**src/rtl/tdv_pkg.sv**
```systemverilog
`timescale 1ns/1ps
package tdv_pkg;
  localparam int NRULES = 13;

  localparam int RB_DESC    = 0;
  localparam int RB_RANK    = 1;
  localparam int RB_BASE    = 2;
  localparam int RB_DIM     = 3;
  localparam int RB_PACKDIM = 4;
  localparam int RB_STRIDE  = 5;
  localparam int RB_BOX     = 6;
  localparam int RB_INNER   = 7;
  localparam int RB_ESTR    = 8;
  localparam int RB_SPAN    = 9;
  localparam int RB_ILVSWZ  = 10;
  localparam int RB_FILL    = 11;
  localparam int RB_CODE    = 12;

  typedef enum logic [1:0] {
    ILV_NONE = 2'd0,
    ILV_16B  = 2'd1,
    ILV_32B  = 2'd2,
    ILV_RSVD = 2'd3
  } ilv_e;

  localparam logic [3:0] T_PK4_NARROW = 4'd13;
  localparam logic [3:0] T_PK4_WIDE   = 4'd14;
  localparam logic [3:0] T_PK6_WIDE   = 4'd15;

  // element footprint in half-byte units
  function automatic logic [4:0] half_units(input logic [3:0] t);
    case (t)
      4'd0:                                 return 5'd2;
      4'd1, 4'd6, 4'd9:                     return 5'd4;
      4'd2, 4'd3, 4'd7, 4'd10, 4'd11, 4'd12: return 5'd8;
      4'd4, 4'd5, 4'd8:                     return 5'd16;
      4'd13:                                return 5'd1;
      default:                              return 5'd2;
    endcase
  endfunction

  function automatic logic is_float(input logic [3:0] t);
    return (t >= 4'd6) && (t <= 4'd12);
  endfunction

  function automatic logic wide_packed(input logic [3:0] t);
    return (t == T_PK4_WIDE) || (t == T_PK6_WIDE);
  endfunction

  // swizzle span in half-byte units, 0 when no span applies
  function automatic logic [8:0] span_half(input logic [2:0] s);
    case (s)
      3'd1:                     return 9'd64;
      3'd2:                     return 9'd128;
      3'd3, 3'd4, 3'd5, 3'd6:   return 9'd256;
      default:                  return 9'd0;
    endcase
  endfunction
endpackage

```
**src/rtl/tdv_global.sv**
```systemverilog
`timescale 1ns/1ps
module tdv_global
  import tdv_pkg::*;
#(
  parameter int RANK_W   = 3,
  parameter int DIM_W    = 34,
  parameter int BOX_W    = 10,
  parameter int MAX_RANK = 5
) (
  input  logic [5:0]        desc_lo,
  input  logic [3:0]        etype,
  input  logic [RANK_W-1:0] rank,
  input  logic [4:0]        base_lo,
  input  logic [DIM_W-1:0]  dim0,
  input  logic [BOX_W-1:0]  box0,
  input  logic [1:0]        ilv,
  input  logic [2:0]        swz,
  input  logic              nan_fill,
  output logic              wide_align,
  output logic              desc_bad,
  output logic              rank_bad,
  output logic              base_bad,
  output logic              packdim_bad,
  output logic              inner_bad,
  output logic              span_bad,
  output logic              ilvswz_bad,
  output logic              fill_bad,
  output logic              code_bad
);
  localparam int IW = BOX_W + 5;

  logic [IW-1:0] inner_half;
  logic [8:0]    span;
  logic          ilv_none;

  assign ilv_none   = (ilv == ILV_NONE);
  assign wide_align = (ilv == ILV_32B) || wide_packed(etype);
  assign inner_half = {5'd0, box0} * {{BOX_W{1'b0}}, half_units(etype)};
  assign span       = span_half(swz);

  assign desc_bad    = (desc_lo != 6'd0);
  assign rank_bad    = (rank == '0) || (int'(rank) > MAX_RANK) ||
                       (!ilv_none && (int'(rank) < 3));
  assign base_bad    = wide_align ? (base_lo != 5'd0) : (base_lo[3:0] != 4'd0);
  assign packdim_bad = (wide_packed(etype) && (dim0[6:0] != 7'd0)) ||
                       ((etype == T_PK4_NARROW) && dim0[0]);
  assign inner_bad   = ilv_none && (inner_half[4:0] != 5'd0);
  assign span_bad    = ilv_none && (span != 9'd0) &&
                       (inner_half > {{(IW-9){1'b0}}, span});
  assign ilvswz_bad  = (ilv == ILV_32B) && (swz != 3'd1);
  assign fill_bad    = nan_fill && !is_float(etype);
  assign code_bad    = (ilv == ILV_RSVD) || (swz == 3'd7);
endmodule

```
**config.mk**
```make
export PLATFORM = sky130hd
export DESIGN_NAME = tdv_global
export DESIGN_NICKNAME = d
export VERILOG_FILES = /design/src/rtl/tdv_pkg.sv /design/src/rtl/tdv_global.sv
export SDC_FILE = /design/constraint.sdc
export NUM_CORES = 1
export LEC_CHECK = 0
export ABC_AREA = 0
export BUFFER_PORTS_ARGS = -buffer_cell sky130_fd_sc_hd__buf_2
export CORE_AREA = 2 2 69 71
export DETAILED_ROUTE_END_ITERATION = 7
export DIE_AREA = 0 0 71 73
export MAX_ROUTING_LAYER = met4
export PLACE_DENSITY = 0.78
export SETUP_SLACK_MARGIN = 0.02
export SYNTH_ARGS = -nofsm -noshare
export SYNTH_HDL_FRONTEND = slang
export SYNTH_SLANG_ARGS = --single-unit
export TNS_END_PERCENT = 1
```
**constraint.sdc**
```tcl
create_clock -name vclk -period 5.35
set_input_delay 0.535 -clock vclk [all_inputs]
set_output_delay 0.535 -clock vclk [all_outputs]
set_load 0.02 [all_outputs]
```
==> flow_summary.yaml <==
run_status:
  status: "finished with violations"
  violations: "negative setup slack"
grt:
  grt_pass1_wl_mm: 8.43
  grt_pass1_vias: 2026
  grt_overflow_total: 0
  grtUsageMet2: 0.373
  busiest_layer: "met2"
  grt_use_total: 0.198
  grt_max_degree: 11
  grt_util_met1: 0.240
  grt_util_met3: 0.0110
  antenna_found_initial: 0
timing:
  hold_slack_ns: 1.37
  period_share: 1.02
  slew_headroom: 0.738
  setup_viol: 1
  hold_viol: 0
  worst_slew_pin_slew_ns: 0.389
  fin_crit_ns: 5.43
  timing.final.ws_setup_ns: -0.0808
  clock.fmax_ghz: 0.184
  rsz0062_at_grt: "yes"
  drv_slew: 0
setup_path:
  crit_fanout: 5
  startpoint_type: "input pin"
  required_ns: 4.82
  cp_num_cells: 21
  arrival_ns: 4.90
  endpoint_kind: "output port"
  crit_slowest_cell: "fa_1"
  cp_common_cell: "fa_1"
  cpPeakStageDelay_ns: 0.55
  path_buf_inv: 5
  crit_family: "adder cells"
  crit_type: "input pin to output port"
  crit_chain: "buf_8, nand3b_1, a21oi_2, buf_4, and2_4, fa_1, fa_1, inv_1, fa_1, inv_2, ha_4, o211ai_1, a21oi_2, nor2_1, xnor2_1, ha_1, nand3_2, o32ai_2, nand4_1, o31a_1, buf_6"
final_layout:
  regArea_sq_um: 0
  drive_above_1_share: 0.366
  clkbuf_count: 0
  final_cells: 382
  syn_to_final_growth_pct: 42.2
  finalNetCount: 448
  design.seq.count: 0
  diodes: 0
  final_util: 0.607
synth:
  synthMuxAreaShare: 0
  ys_types: 45
  yosysTopAreaCellShare: 0.248
  avgSynthCellArea_sq_um: 7.91
  synth_simple_gate_area_share: 0.307
  synth_fa_ha_area_frac: 0.416
  yosys-top-cells-count: "inv_1 (29), ha_1 (26), nor2b_1 (26), fa_1 (24), nand2_1 (22)"
  synth_compound_area_frac: 0.181
  synth_area_sq_um: 1940
  synth_top_area_cell: "fa_1"
  synthTopCellsByArea: "fa_1 (25%), ha_1 (17%), nor2b_1 (8.4%)"
  synthCells: 245
  synth_warnings: 0
  synth_top_family_by_area: "adder cells"
  yosysMostFrequentCell: "inv_1"
  synth.net_count: 363
  seq_area_frac_synth: 0
  synth_xor_area_frac: 0.0316
floorplan:
  initial_core_util: 0.427
  die_w_microns: 71
  pin_count: 78
  core_area_sq_um: 4540
  design.die.area_sq_um: 5180
  std_cell_rows: 25
  die_h_microns: 73
route:
  ant_nets: 0
  vias: 2027
  drc: 0
  dr.first_iter.drc_count: 51
  wl_per_cell_microns: 12.7
  drt-pass1-iter-count: 6
  avgViaCountPerCell: 5.31
  wirelength_mm: 4.84
power_and_ir_drop:
  finalPower_mw: 0.305
  powerDensity_nw_per_um2: 111
  cellLeakagePower_nw: 1.44
  p_int_mw: 0.152
  p_switching_mw: 0.153
  seqPwrFrac: 0
  pwr-share-clk: 0
  switching_share: 0.503
  p_comb_frac: 1.000
  ir_drop_mv: 0.0438
min_path:
  min_delay_path_depth: 4
  worstHoldPathType: "input pin to output port"
cts:
  holdBufCountCts: 0
place:
  dp_cells: 371
  routabilityCongestion: 0.843
  place_hpwl_mm: 3.88
  port-buffer-count: 51
job:
  drv_cap: 0
## layer usage
metal | share of wire | wire length [microns] | vias up
met5 | 0 | 0 | -
met4 | 0.0060 | 29 | 0
met3 | 0.041 | 200 | 4
met2 | 0.52 | 2530 | 64
met1 | 0.43 | 2080 | 951
li1 | - | - | 1008
## power by group through the flow
stage | clock, mW | combinational (mW) | sequential, mW
2_1_floorplan | 0 | 0.172 | 0
3_3_place_gp | 0 | 0.250 | 0
3_5_place_dp | 0 | 0.259 | 0
4_1_cts | 0 | 0.298 | 0
5_1_grt | 0 | 0.341 | 0
6_report | 0 | 0.305 | 0
## logic make-up (layout without fill, tap and decap cells)
kind of cell / after synthesis / after routing
AND/OR/NAND/NOR: 108 / 108
buffers and inverters: 33 / 116
adder cells (fa/ha/maj): 50 / 50
AO/OA/AOI/OAI: 47 / 47
XOR/XNOR: 7 / 7
## what timing repair did
action / 4_1_cts / 5_1_grt
gates resized for setup: 41 / 7
endpoints found under the hold margin: 0 / 0
endpoints found under the setup margin: 1 / 1
pin swaps: 32 / 14
setup buffers: 9 / 2
## cells in the final DEF (no fill, tap or decap), drive strengths merged, types with 2 or more instances in the layout
cell	Yosys	layout
a211oi	3	3
a21o	4	4
a21oi	11	11
and2	12	12
and3	2	2
buf	1	87
fa	24	24
ha	26	26
inv	29	29
nand2	22	22
nand2b	13	13
nand3	3	3
nand3b	2	2
nor2	12	12
nor2b	26	26
nor3	5	5
nor3b	3	3
nor4	3	3
o211a	2	2
o211ai	5	5
o21a	2	2
o21ai	7	7
xnor2	3	3
xor2	4	4
## path summary, 6_finish.rpt
path,start,endpoint,slack [ns]
worst min-delay path,desc_lo[0],desc_bad,1.37
worst max-delay path,etype[2],span_bad,-0.08
## stage by stage
stage	setup TNS [ns]	worst slack, ns	instance area (sq um)
6_report	-0.0808	-0.0808	2760
5_1_grt	-0.286	-0.286	2760
4_1_cts	-0.0331	-0.0331	2710
3_5_place_dp	-0.217	-0.217	2470
3_3_place_gp	-0.144	-0.144	2470
2_1_floorplan	0	0.0331	1980
## layout make-up
| class | count | area, sq um |
|---|---|---|
| inverter | 29 | 109 |
| tap | 54 | 67.6 |
| fill | 412 | 1780 |
| timing repair buffer | 87 | 572 |
| multi-input combinational | 212 | 2010 |
Note: power is estimated with default switching activity, not from simulation.
